### src/rtl/wdog_pkg.sv
package wdog_pkg;
    localparam int WD_W = 16;
    localparam logic [WD_W-1:0] KEY_ARM  = 16'h5555;
    localparam logic [WD_W-1:0] KEY_FIRE = 16'hAAAA;

    localparam int CTL_EN   = 0;
    localparam int CTL_HALT = 1;
    localparam int CTL_DOZE = 2;
    localparam int CTL_WAIT = 3;
    localparam int CTL_W    = 4;

    typedef enum logic [1:0] {
        RG_CTL  = 2'd0,
        RG_LIM  = 2'd1,
        RG_CNT  = 2'd2,
        RG_STAT = 2'd3
    } reg_idx_e;

    typedef struct packed {
        logic [CTL_W-1:0] ctl;
        logic [WD_W-1:0]  limit;
        logic [WD_W-1:0]  count;
        logic             flag;
        logic             req;
    } wd_state_t;
endpackage

### src/rtl/wdog_prescaler.sv
module wdog_prescaler #(
    parameter int PRESCALE = 4096
) (
    input  logic clk,
    input  logic rst_n,
    input  logic run,
    input  logic clr,
    output logic tick
);
    localparam int PS_W = (PRESCALE > 1) ? $clog2(PRESCALE) : 1;
    localparam logic [PS_W-1:0] LAST = PS_W'(PRESCALE - 1);

    logic [PS_W-1:0] cnt_d, cnt_q;
    logic            at_end;

    generate
        if ((PRESCALE & (PRESCALE - 1)) == 0) begin : g_pow2
            assign at_end = &cnt_q;
        end else begin : g_generic
            assign at_end = (cnt_q == LAST);
        end
    endgenerate

    assign tick = run && at_end;

    always_comb begin
        cnt_d = cnt_q;
        if (clr) begin
            cnt_d = '0;
        end else if (run) begin
            cnt_d = at_end ? '0 : cnt_q + 1'b1;
        end
    end

    always_ff @(posedge clk or negedge rst_n) begin
        if (!rst_n) cnt_q <= '0;
        else        cnt_q <= cnt_d;
    end
endmodule

### src/rtl/wdog_key.sv
module wdog_key
    import wdog_pkg::*;
(
    input  logic            clk,
    input  logic            rst_n,
    input  logic            svc_wr,
    input  logic [WD_W-1:0] wdata,
    output logic            hit
);
    logic armed_d, armed_q;

    assign hit = svc_wr && armed_q && (wdata == KEY_FIRE);

    always_comb begin
        armed_d = armed_q;
        if (svc_wr) armed_d = (wdata == KEY_ARM);
    end

    always_ff @(posedge clk or negedge rst_n) begin
        if (!rst_n) armed_q <= 1'b0;
        else        armed_q <= armed_d;
    end
endmodule

### src/rtl/wdog_timer.sv
module wdog_timer
    import wdog_pkg::*;
#(
    parameter int PRESCALE = 4096
) (
    input  logic            clk,
    input  logic            rst_n,
    input  logic            bus_sel,
    input  logic            bus_we,
    input  logic [2:0]      bus_addr,
    input  logic [WD_W-1:0] bus_wdata,
    output logic [WD_W-1:0] bus_rdata,
    input  logic            cpu_halt,
    input  logic            cpu_doze,
    input  logic            cpu_wait,
    output logic            wdog_req
);
    wd_state_t st_d, st_q;
    reg_idx_e  idx;
    logic      wr_ok, ctl_wr, lim_wr, svc_wr;
    logic      run, tick, svc_hit, pre_clr;
    logic [WD_W-1:0] count_v;
    logic            flag_v;

    assign idx    = reg_idx_e'(bus_addr[2:1]);
    assign wr_ok  = bus_sel && bus_we && !bus_addr[0];
    assign ctl_wr = wr_ok && (idx == RG_CTL);
    assign lim_wr = wr_ok && (idx == RG_LIM);
    assign svc_wr = wr_ok && (idx == RG_STAT);

    assign run = st_q.ctl[CTL_EN]
              && !(st_q.ctl[CTL_HALT] && cpu_halt)
              && !(st_q.ctl[CTL_DOZE] && cpu_doze)
              && !(st_q.ctl[CTL_WAIT] && cpu_wait);
    assign pre_clr = !st_q.ctl[CTL_EN] || svc_hit;

    wdog_prescaler #(.PRESCALE(PRESCALE)) u_pre (
        .clk   (clk),
        .rst_n (rst_n),
        .run   (run),
        .clr   (pre_clr),
        .tick  (tick)
    );

    wdog_key u_key (
        .clk    (clk),
        .rst_n  (rst_n),
        .svc_wr (svc_wr),
        .wdata  (bus_wdata),
        .hit    (svc_hit)
    );

    always_comb begin
        st_d     = st_q;
        st_d.req = 1'b0;
        if (ctl_wr) st_d.ctl   = bus_wdata[CTL_W-1:0];
        if (lim_wr) st_d.limit = bus_wdata;
        if (svc_hit) begin
            st_d.count = st_q.limit;
        end else if (tick) begin
            if (st_q.count <= 16'd1) begin
                st_d.count = st_q.limit;
                st_d.req   = 1'b1;
                st_d.flag  = 1'b1;
            end else begin
                st_d.count = st_q.count - 1'b1;
            end
        end
    end

    always_ff @(posedge clk or negedge rst_n) begin
        if (!rst_n) begin
            st_q.ctl   <= '0;
            st_q.limit <= '1;
            st_q.count <= '1;
            st_q.flag  <= 1'b0;
            st_q.req   <= 1'b0;
        end else begin
            st_q <= st_d;
        end
    end

    always_comb begin
        bus_rdata = '0;
        if (!bus_addr[0]) begin
            unique case (idx)
                RG_CTL:  bus_rdata = {{(WD_W-CTL_W){1'b0}}, st_q.ctl};
                RG_LIM:  bus_rdata = st_q.limit;
                RG_CNT:  bus_rdata = st_q.count;
                RG_STAT: bus_rdata = {{(WD_W-1){1'b0}}, st_q.flag};
                default: bus_rdata = '0;
            endcase
        end
    end

    assign wdog_req = st_q.req;
    assign count_v  = st_q.count;
    assign flag_v   = st_q.flag;
endmodule

### config.mk
export PLATFORM = sky130hd
export DESIGN_NAME = wdog_timer
export DESIGN_NICKNAME = d
export VERILOG_FILES = /design/src/rtl/wdog_pkg.sv /design/src/rtl/wdog_prescaler.sv /design/src/rtl/wdog_key.sv /design/src/rtl/wdog_timer.sv
export SDC_FILE = /design/constraint.sdc
export NUM_CORES = 1
export LEC_CHECK = 0
export ABC_AREA = 1
export BUFFER_PORTS_ARGS = -buffer_cell sky130_fd_sc_hd__buf_2
export CAP_MARGIN = 5
export CORE_MARGIN = 2
export CORE_UTILIZATION = 28
export DETAILED_ROUTE_END_ITERATION = 12
export GPL_TIMING_DRIVEN = 0
export PLACE_DENSITY = 0.47
export SYNTH_ARGS = -nofsm -noshare
export SYNTH_HDL_FRONTEND = slang
export SYNTH_SLANG_ARGS = --single-unit
### constraint.sdc
create_clock -name clk -period 2.65 [get_ports clk]
set_input_delay 0.53 -clock clk [delete_from_list [all_inputs] [get_ports clk]]
set_output_delay 0.53 -clock clk [all_outputs]
set_load 0.01 [all_outputs]
Word level (Yosys, flattened, before mapping):

Cells that the tools add are included.
Widths: inputs -> output; s select.

* bitwise gates (word level): 1
* multipliers: 0
* $add $sub $neg: 2
* div/mod/pow operators: 0
* reduce and logical (&&, ||, !) cells: 25
* mux-type cells: 10
* $lt $le $gt $ge: 1
* equal/unequal tests: 5
* shifts and indexed selects: 0

Operator list (number)
* $pmux 16 s4: 1
* $mux 16: 3
* $mux 12: 3
* $mux 18: 1
* $eq 16x15->1 const B: 1
* $eq 16x16->1 const B: 1
* $le 16x1->1 const B: 1
* $sub 16x1->16 const B: 1
* $logic_and 1x1->1: 14
* $add 12x1->12 const B: 1
* $reduce_and 12->1: 1
* $logic_not 1->1: 5
* $eq 2x2->1 const B: 2
* $reduce_bool 2->1: 2
* $reduce_and 3->1: 1
* $eq 2x1->1 const B: 1
* $logic_not 2->1: 1
* $mux 2: 1
* $logic_or 1x1->1: 1
* $mux 1: 1
* $not 1->1: 1

* register bits: 51
* input port bits: 26
* word-level logic and storage cells: 51
* memories kept: 0
* bits in latches: 0
* memory bits (writable): 0
* memory bits (read-only): 0

Depth between registers and ports, before layout:

Gate-level depths: netlist of the first run.

* depth in word-level cells: 8
* depth in mapped cells: 11
* depth with buffers taken out: 11

Hierarchy:

Synthesis of the first run repeated with hierarchy kept, for this count alone.

* cell total of the unflattened synthesis: 483
* area, all modules: 3439.5 µm²

By module, submodules not included
* wdog_timer: sequential area each 991.0 µm², instances 1, cells an instance 352, area an instance 2571.2 µm²
* wdog_prescaler: sequential area each 300.3 µm², instances 1, cells an instance 96, area an instance 699.4 µm²
* wdog_key: sequential area each 25.0 µm², instances 1, cells an instance 35, area an instance 168.9 µm²

Least setup slack after synthesis of the first run:

Ideal clock, no wire load.

* kind: input to output
* start: input port bus_addr[2]
* end: output port bus_rdata[10]
* path buffers: 2
* arrival: 1.409 ns
* cell stages on the path: 5
* path slack: 0.711 ns
* data required time: 2.120 ns
* cell sequence: buf_4 nor2_4 clkbuf_1 nand2_1 a21oi_1

* longest elaborated chain between the ends: 3

Ends and longest elaborated chain
* start, declared: line wdog_timer.sv:10 `input logic [2:0] bus_addr,`
* $eq 2x2->1, or another cell as far along: line wdog_timer.sv:86 `unique case (idx)`
* $pmux 16 s4 *: line wdog_timer.sv:86
* $mux 16 *: line wdog_timer.sv:85 `if (!bus_addr[0]) begin`
* end, declared: line wdog_timer.sv:12 `output logic [WD_W-1:0] bus_rdata,`

Every way passes the cells marked *; elsewhere a longest branch is shown, timed or not.

Final worst setup path of the first run:

* start: input port bus_addr[1]
* end: output port bus_rdata[7]

Same word-level chain as after synthesis.

==> results of run 1 <==
==> power by group <==
group	internal (mW)	total, mW	switching, mW
registers	0.888	0.974	0.0862
logic	0.0974	0.272	0.175
clock network	0.505	0.820	0.315
total	1.49	2.07	0.576
==> layer usage <==
metal / part of all wire, % / up-vias / wire length, um / GRT usage (%)
met4: 1.8 / 0 / 192 / 5.20
met5: 0 / - / 0 / 0
met1: 45 / 1672 / 4910 / 20.3
li1: - / 1864 / - / -
met3: 4.2 / 12 / 459 / 2.18
met2: 49 / 71 / 5250 / 26.6
==> synth_stat cells, drive strengths merged <==
cell and instances:
o211ai 3, nand3b 8, mux2 2, nor3b 2, xnor2 1, nand3 69, a221oi 1, clkbuf 6
o21bai 1, nor3 6, a21oi 15, nand4 17, nand2 199, dfstp 32, buf 9, inv 59
or2 3, nor2 60, dfrtp 19, a31o 1, nor4 2, a31oi 1, ha 3, o21ai 24
xor2 4
==> metrics by stage <==
| step | instance area [um^2] | hold WS (ns) | setup WS [ns] | power (mW) | util, % |
|---|---|---|---|---|---|
| 2_1_floorplan | 3630 | 0.234 | 0.711 | 1.12 | - |
| 3_3_place_gp | 4050 | 0.467 | 0.308 | 1.25 | 32.1 |
| 3_5_place_dp | 4050 | 0.465 | 0.292 | 1.26 | 32.1 |
| 4_1_cts | 4240 | 0.475 | 0.275 | 2.08 | 33.6 |
| 5_1_grt | 4260 | 0.297 | 0.121 | 2.16 | 33.7 |
| 6_report | 4260 | 0.252 | 0.238 | 2.07 | 33.7 |
==> placed cells by master (no fill, tap or decap), drive strengths merged, types with 2 or more instances in the layout <==
cell | netlist | routed
or2 | 3 | 3
nand3 | 69 | 69
nor2 | 60 | 60
nand2 | 199 | 199
o211ai | 3 | 3
nor3b | 2 | 2
nand4 | 17 | 17
dfstp | 32 | 32
clkbuf | 6 | 13
ha | 3 | 3
nor4 | 2 | 2
nand3b | 8 | 8
inv | 59 | 59
dfrtp | 19 | 19
buf | 9 | 51
mux2 | 2 | 2
nor3 | 6 | 6
a21oi | 15 | 15
o21ai | 24 | 24
xor2 | 4 | 4
==> kinds of logic (layout without fill, tap and decap cells) <==
family                     after synthesis  in the layout  synth area share, %
AOI/OAI and AO/OA                       46             46                 7.06
buffers and inverters                   74            124                 8.58
xor gates and xnor gates                 5              5                 1.21
muxes                                    2              2                0.620
DFF                                     51             51                 36.3
and+or+nand+nor                        366            366                 45.2
adders and majority gates                3              3                 1.03
==> path summary, 6_finish.rpt <==
kind / to / slack, ns / startpoint
max reg2reg: count_v[8]$_DFFE_PN1P_ / 0.87 / count_v[1]$_DFFE_PN1P_
min reg2reg: flag_v$_DFFE_PN0P_ / 0.47 / flag_v$_DFFE_PN0P_
max in group asynchronous: st_q[30]$_DFFE_PN1P_ / 1.76 / rst_n
max: bus_rdata[7] / 0.24 / bus_addr[1]
min: u_pre.cnt_q[11]$_DFFE_PN0P_ / 0.25 / rst_n
min in group clk: flag_v$_DFFE_PN0P_ / 0.47 / flag_v$_DFFE_PN0P_
==> cell type report <==
cell class	count	area share (%)
well taps	172	5.06
inverters	59	5.20
flip-flops and latches	51	30.9
multi-input cells	422	47.1
plain buffers	15	2.12
clock buffers	7	3.62
clock inverters	1	0.706
repair buffers	42	5.29
==> state kept, by name, indices dropped and copies added (netlist names) <==
register / flops
u_pre.cnt_q: 12
wdog_req: 1
flag_v: 1
count_v: 16
st_q: 20
u_key.armed_q: 1
==> worst register-to-register path, stage by stage, from the launching register on <==
cell and delay [ns]:
dfstp_2 0.37, inv_1 0.13, ha_1 0.27, nand2_2 0.13, a21oi_2 0.21, nand2_4 0.15
o21ai_2 0.29, nand2_1 0.09, nand3_1 0.08
==> metrics.txt, run 1 <==
DR WL/cell=14.1 um; R2R depth=8; vias in the first global route=3,576; Max VDD drop=0.271 mV; Routed WL=10,800 um; RSZ-0062 raised after global routing=false; Final Hold Vio Count=0; top-area cell type share of the netlist area=a little under a quarter; GRT Resource Usage Total=15.6%; slowest cell on the critical path=clkbuf_1; Post-Layout Cell Count=roughly 770; core area=between 10,000 and 15,000 um^2; crit path DAT=1.88 ns; first-pass iteration count of the detailed router=4; Fmax=between 0.4 and 0.5 GHz; CP Data Required Time=2.12 ns; Seq/Total Area, Yosys=a little over a third; Setup CP Type=input pin to output pin; CP Depth=7; clk_lat worst skew=roughly 0.30 ns; multi-input logic area=~2000 um^2; largest net degree at the start of global routing=52; Hold Buf Count CTS=0; post-layout min period=between 2 and 2.5 ns; die area=roughly 14,000 um^2; Rel. slew slack=approximately 58%; area grow syn2layout=17.2%; Num CTS Buffers=5; maxcap violations=0; CTS Buffer Depth=2; Worst path most repeated cell=buf_2; Critical Path Fanout Max=10; clock sink total=51; Avg Cell Area, Syn=6.64 um^2; Synth area leader=dfstp_2; WP buf/inv=4; fin nets=~630; ranking of synthesized cells by area=dfstp_2 (23%), nand2_1 (20%), dfrtp_1 (13%); Antenna Violating Nets Remaining=0; die height=approximately 120 um; status=finished, final reports clean; Final Setup Violations=0; # diodes=0; First DRT Iteration DRCs=~220; DRC viols=0; Gate Count Post-Synth=between 500 and 600; CTS Root Cell=clkbuf_16; Die X=118 um; post-cts sizing count=0; total I/O pin count=43; CP cell instances=buf_2 -> inv_2 -> nor2_4 -> clkbuf_1 -> nand2_1 -> a21oi_1 -> buf_2; first-pass GRT wire length=about 18,000 um; crit-path leading delay family=buffers and inverters; max incr delay on CP=around 0.38 ns; Distinct cells, synth=39; DR vias=between 3,000 and 4,000; initial antenna violation count=0; I/O Buffers=41; GPL Wtd Cong=roughly 0.85; power per cell area=between 400 and 500 nW/um^2; Synth Register Bits=51; FF+latch area=~1300 um^2; fillers=roughly 1,400; Detail Placement HPWL=8160 um; CTS H-Tree Depth=2; syn_nets=about 580; Clock Pin Slew Worst Setup and Hold Paths=0.07 ns; share of cells above drive strength 1=19.6%; Vias/cell=~4.7; fin. max-slew vios=0; global route overflow=0; worst clock skew=0.0130 ns; postcts setup bufs=0; Lkg Pwr=2.10 nW; setup TNS=0 ns; Worst Tran Pin Value=0.635 ns; initial core utilization=~29%; dpl cells=760; row cnt=41; Critical Path Sink Type=output pin; Min-Delay Path Class=input pin to async pin; startpoint types=input pin; Tcrit/Tclk final=about 90%; synth warn=0; Mapped Area=3630 um^2; CTS tree=built
(Power assumes the default switching activity.)
==> run 2, diff against run 1 <==
--- a/config.mk
+++ b/config.mk
@@ -9,10 +9,10 @@
 export BUFFER_PORTS_ARGS = -buffer_cell sky130_fd_sc_hd__buf_2
 export CAP_MARGIN = 5
 export CORE_MARGIN = 2
-export CORE_UTILIZATION = 28
+export CORE_UTILIZATION = 64
 export DETAILED_ROUTE_END_ITERATION = 12
 export GPL_TIMING_DRIVEN = 0
-export PLACE_DENSITY = 0.47
+export PLACE_DENSITY = 0.89
 export SYNTH_ARGS = -nofsm -noshare
 export SYNTH_HDL_FRONTEND = slang
 export SYNTH_SLANG_ARGS = --single-unit
==> run 2 against run 1 <==
  * Worst setup slack improved by 0.056 ns
  * Total power fell by 18%
  * Largest power group unchanged
  * Critical path depth did not move
  * Highest routed layer unchanged
  * Die area fell by 55%
  * First-iteration DRC count rose by 75%
==> metrics.txt, run 2 (same netlist as run 1, synthesis figures left out) <==
total I/O pin count=43; CTS H-Tree Depth=2; startpoint types=input pin; Int Pwr=between 1 and 1.5 mW; Final Hold Vio Count=0; Clock Pin Slew Worst Setup and Hold Paths=~0.090 ns; die height=~79 um; Antenna Violating Nets Remaining=0; Final Setup Violations=0; Flop pwr share=a little under three fifths; fin nets=about 620; CTS Buffer Depth=2; GRT Resource Usage Total=between 30% and 40%; fillers=roughly 450; CTS tree=built; CP Data Required Time=~2.1 ns; clk_lat worst skew=between 0.3 and 0.4 ns; Routed WL=around 9400 um; Critical Path Fanout Max=10; Max VDD drop=0.326 mV; Die X=79.3 um; core area=5510 um^2; power per cell area=between 400 and 500 nW/um^2; crit path DAT=about 1.8 ns; initial core utilization=65.9%; status=finished, final reports clean; DRC viols=0; share of cells above drive strength 1=around 19%; GPL Wtd Cong=between 0.9 and 1; Setup CP Type=input pin to output pin; Top reg by flops=st_q; commonest non-fill, non-tap cells in the layout=nand2_1 (196), nand3_1 (67), inv_1 (55), nor2_1 (48), buf_2 (44); fin. max-slew vios=0; DR vias=~3,800; DR WL/cell=around 14 um; CTS Root Cell=clkbuf_8; FF+latch area=about 1300 um^2; Largest register FFs=20; Lkg Pwr=2.04 nW; Psw=roughly 0.52 mW; Sw Share=approximately 30%; Gate power share=between 10% and 20%; post-route setup slack=approximately 0.29 ns; die area=~6300 um^2; dpl ws=0.361 ns; first-pass iteration count of the detailed router=5; area grow syn2layout=10.5%; I/O Buffers=41; # diodes=0; post-layout min period=roughly 2.4 ns; post-cts sizing count=0; Hold Buf Count CTS=0; Worst Tran Pin Value=~1.1 ns; largest net degree at the start of global routing=between 50 and 60; row cnt=27; initial antenna violation count=0; Vias/cell=about 5.6; RSZ-0062 raised after global routing=false; vias in the first global route=~3,500; Tcrit/Tclk final=about nine tenths; postcts setup bufs=0; Detail Placement HPWL=just over 7000 um; Critical Path Sink Type=output pin; multi-input logic area=about 2000 um^2; clock sink total=between 50 and 60; setup TNS=0 ns; First DRT Iteration DRCs=between 300 and 400; first-pass GRT wire length=between 15,000 and 20,000 um; commonest non-fill, non-tap cell in the layout=nand2_1; worst clock skew=0.00745 ns; Pwr Total=between 1.5 and 2 mW; global route overflow=0; Clock Power Share=26.7%; Min-Delay Path Class=input pin to async pin; Fmax=0.424 GHz; maxcap violations=0; Num CTS Buffers=5; Rel. slew slack=24.6%
[run 2: cell types whose count changed in the layout (fill, tap and decap cells not counted), sizes merged]
cell | before | now
buf | 51 | 50
bufinv | 1 | 0
clkbuf | 13 | 12
clkinv | 0 | 1
clkinvlp | 0 | 1
[run 2: layer usage]
metal,part of all wire (%),wire length (um),GRT usage (%),up-vias
met5,0,0,0,-
met4,1.8,167,11.0,0
met3,6.2,583,4.09,18
met2,50,4690,55.0,168
met1,42,3970,40.7,1712
li1,-,-,-,1861
[run 2: through the flow]
stage	instances	util, %	hold WS (ns)	instance area (um^2)
2_1_floorplan	547	-	0.234	3630
3_3_place_gp	660	71.3	0.465	3930
3_5_place_dp	660	71.3	0.483	3930
4_1_cts	668	72.8	0.471	4010
5_1_grt	668	72.8	0.502	4010
6_report	668	72.8	0.431	4010
[run 2: layout make-up]
cell class              instances  share of cell area, %
plain buffers                  15                   2.25
clock inverters                 2                  0.312
repair buffers                 41                   5.12
well taps                      72                   2.25
multi-input cells             422                   49.9
flip-flops and latches         51                   32.8
inverters                      59                   5.52
clock buffers                   6                   1.81
[run 2: power by group through the flow]
stage,Combinational (mW),Sequential (mW),Clock [mW]
after floorplan,0.177,0.944,0
final,0.268,0.970,0.451
after global routing,0.302,0.977,0.488
after detailed placement,0.266,0.976,0
after global placement,0.254,0.973,0
after CTS,0.267,0.963,0.457
[run 2: final timing paths]
path	end	slack (ns)	depth (start not counted)	start
setup / recovery	bus_rdata[6]	0.29	7	bus_addr[1]
hold / removal	u_pre.cnt_q[0]$_DFFE_PN0P_	0.43	1	rst_n
setup reg to reg	count_v[7]$_DFFE_PN1P_	0.86	8	count_v[1]$_DFFE_PN1P_
hold reg to reg	flag_v$_DFFE_PN0P_	0.50	1	flag_v$_DFFE_PN0P_
max in group asynchronous	wdog_req$_DFF_PN0_	1.54	1	rst_n
min in group clk	st_q[31]$_DFFE_PN1P_	0.48	3	bus_wdata[13]
[run 2: worst max-delay path, cell delays in order]
cell and delay (ns):
buf_2 0.13, inv_2 0.09, nor2_4 0.21, clkbuf_1 0.40, nand2_1 0.10, a21oi_1 0.20, buf_2 0.17
==> run 3, diff against run 2 <==
--- a/config.mk
+++ b/config.mk
@@ -5,14 +5,14 @@
 export SDC_FILE = /design/constraint.sdc
 export NUM_CORES = 1
 export LEC_CHECK = 0
-export ABC_AREA = 1
 export BUFFER_PORTS_ARGS = -buffer_cell sky130_fd_sc_hd__buf_2
 export CAP_MARGIN = 5
+export CELL_PAD_IN_SITES_DETAIL_PLACEMENT = 0
+export CELL_PAD_IN_SITES_GLOBAL_PLACEMENT = 2
 export CORE_MARGIN = 2
-export CORE_UTILIZATION = 64
+export CORE_UTILIZATION = 38
 export DETAILED_ROUTE_END_ITERATION = 12
-export GPL_TIMING_DRIVEN = 0
-export PLACE_DENSITY = 0.89
+export PLACE_DENSITY = 0.87
 export SYNTH_ARGS = -nofsm -noshare
 export SYNTH_HDL_FRONTEND = slang
 export SYNTH_SLANG_ARGS = --single-unit
==> run 3 against run 2 <==
  * Worst setup slack got worse by 0.081 ns
  * First-iteration DRC count fell by 60%
  * Global-route usage fell by 12 points
  * Clock-buffer cell count rose by 1
  * Utilization fell by 27 points
  * Sequential power rose by 0.7%
  * Worst hold slack got worse by 0.11 ns
  * Critical path depth fell by 1
  * Via count fell by 29%
  * Sequential share of layout area rose by 4.9 points
  * Cell count fell by 29%
  * Critical path type is now flip-flop to flip-flop
  * Critical endpoint is now count_v[5]$_DFFE_PN1P_
  * Largest cell class unchanged
  * Largest power group unchanged
  * Highest routed layer unchanged
==> metrics.txt, run 3 <==
status=finished, final reports clean; R2R depth=6; initial core utilization=around two fifths; Rel. slew slack=between 40% and 50%; total I/O pin count=between 40 and 50; crit-path leading delay family=simple AND/OR/NAND/NOR gates; placed cell area=3390 um^2; Worst path most repeated cell=or4_4; Synth Register Bits=51; fin nets=402; DRC viols=0; Hold Buf Count CTS=0; Final Setup Violations=0; global route overflow=0; row cnt=32; CP Data Required Time=between 2 and 3 ns; top-area cell type share of the netlist area=~28%; Routed WL=between 8000 and 9000 um; clk_lat worst skew=0.31 ns; first-pass iteration count of the detailed router=4; initial antenna violation count=0; FF+latch area=1320 um^2; Lkg Pwr=1.47 nW; Critical Path Sink Type=flip-flop; Critical Path Fanout Max=9; GRT Resource Usage Total=19.9%; slowest cell on the critical path=or4_4; Gate Count Post-Synth=between 300 and 400; crit path DAT=between 2 and 3 ns; die area=between 8000 and 9000 um^2; Distinct cells, synth=46; multi-input logic area=1590 um^2; CP cell instances=or4_4 -> or4_4 -> or2_1 -> o21ai_0 -> a21oi_1 -> a221o_1; post-synthesis async set-or-reset flop share=between 90% and 100%; commonest non-fill, non-tap cell in the layout=nor2_1; Final Hold Vio Count=0; post-layout min period=approximately 2.4 ns; core area=roughly 7700 um^2; CTS Root Cell=clkbuf_8; Clock Pin Slew Worst Setup and Hold Paths=roughly 0.1 ns; CTS tree=built; post-cts sizing count=0; Worst Tran Pin Value=around 0.9 ns; Detail Placement HPWL=between 6000 and 7000 um; Seq/Total Area, Yosys=44.1%; Top reg by flops=st_q; syn_nets=350; ranking of synthesized cells by area=dfstp_2 (28%), dfrtp_1 (16%), mux2_2 (7.5%); RSZ-0062 raised after global routing=false; WP buf/inv=0; max incr delay on CP=approximately 0.55 ns; fillers=a little over 800; Avg Cell Area, Syn=~9.3 um^2; Die X=a little over 90 um; Post-synth EDFFs=0; postcts setup bufs=0; DR vias=roughly 2,700; CTS H-Tree Depth=2; Main synth FF type=dfstp_2; worst r2r src=count_v[4]$_DFFE_PN1P_; share of cells above drive strength 1=a little over a third; post-route setup slack=~0.21 ns; I/O Buffers=between 40 and 50; Post-synth top cells=nor2_1 (48), dfstp_2 (32), a21oi_1 (24); Largest register FFs=20; Num CTS Buffers=5; setup TNS=0 ns; R2R Path End=count_v[5]$_DFFE_PN1P_; die height=~90 um; Mapped Area=2990 um^2; design area=3490 um^2; Tcrit/Tclk final=between 90 and 100%; Fmax=slightly above 0.4 GHz; largest net degree at the start of global routing=39; Min-Delay Path Class=input pin to async pin; area grow syn2layout=17.0%; clock sink total=51; commonest non-fill, non-tap cells in the layout=nor2_1 (48), buf_2 (42), dfstp_2 (32), a21oi_1 (23), nand2_1 (21); Reg2Reg Setup Slack=approximately 0.21 ns; vias in the first global route=2,729; CTS Buffer Depth=2; Antenna Violating Nets Remaining=0; fin. max-slew vios=0; Max VDD drop=between 0.2 and 0.3 mV; # diodes=0; DR WL/cell=around 17 um; startpoint types=flip-flop; worst clock skew=0.0101 ns; Synth area leader=dfstp_2; dpl ws=0.111 ns; First DRT Iteration DRCs=156; synth warn=0; Vias/cell=5.60; most numerous cell in the Yosys netlist=nor2_1; GPL Wtd Cong=between 0.8 and 0.9; first-pass GRT wire length=between 10,000 and 15,000 um; power per cell area=493 nW/um^2; maxcap violations=0; Setup CP Type=flip-flop to flip-flop
==> run 3: cell types whose count changed after synthesis, sizes merged, moves of 7 or more <==
cell and change:
a21oi +10, a22oi +13, buf -7, clkbuf +7, inv -54, mux2 +18
nand2 -177, nand3 -52, nand4 -9, nor2 -11, o21ai -12, o22ai +7
==> run 3: area by class of cell <==
class	count	share of cell area, %
multi-input cells	250	45.5
flip-flops and latches	51	37.7
repair buffers	60	9.89
clock buffers	7	2.47
inverters	5	0.537
clock inverters	1	0.251
well taps	102	3.65
==> run 3: worst max-delay path by stage <==
stage | startpoint | to | slack, ns | cells after the start
2_1_floorplan | bus_addr[0] | count_v[15]$_DFFE_PN1P_ | 0.30 | 7
3_3_place_gp | count_v[0]$_DFFE_PN1P_ | count_v[8]$_DFFE_PN1P_ | 0.15 | 8
3_5_place_dp | bus_wdata[10] | u_pre.cnt_q[3]$_DFFE_PN0P_ | 0.11 | 6
4_1_cts | count_v[0]$_DFFE_PN1P_ | count_v[8]$_DFFE_PN1P_ | 0.17 | 8
5_1_grt | count_v[4]$_DFFE_PN1P_ | count_v[10]$_DFFE_PN1P_ | 0.1 | 6
6_report | count_v[4]$_DFFE_PN1P_ | count_v[5]$_DFFE_PN1P_ | 0.21 | 6
==> run 3: logic make-up after synthesis <==
kind of cell	count (synthesis)	share of synthesized area [%]
flops	51	44.1
buf+inv	20	2.81
xor+xnor	6	1.76
compound gates	71	15.0
mux	24	9.30
simple gates	146	25.8
fa+ha+maj	3	1.26
==> run 3: metrics by stage <==
stage          total power [mW]  util, %  std cells  hold slack (ns)
2_1_floorplan              1.12        -        321            0.234
3_3_place_gp               1.25     44.2        468            0.451
3_5_place_dp               1.26     44.2        468            0.451
4_1_cts                    1.74     45.4        476            0.354
5_1_grt                    1.81     45.4        476            0.369
6_report                   1.72     45.4        476            0.326
==> run 3: layer usage <==
metal | GRT usage [%] | vias to the layer above | routed length [um]
met5 | 0 | - | 0
met4 | 7.48 | 0 | 142
met3 | 2.85 | 11 | 243
met2 | 32.7 | 53 | 3780
met1 | 26.7 | 1323 | 3850
li1 | - | 1278 | -
==> run 3: where the power goes <==
| group | switching (mW) | total, mW | internal (mW) |
|---|---|---|---|
| registers | 0.0792 | 0.977 | 0.898 |
| clock network | 0.268 | 0.483 | 0.215 |
| logic | 0.133 | 0.262 | 0.129 |
| total | 0.481 | 1.72 | 1.24 |
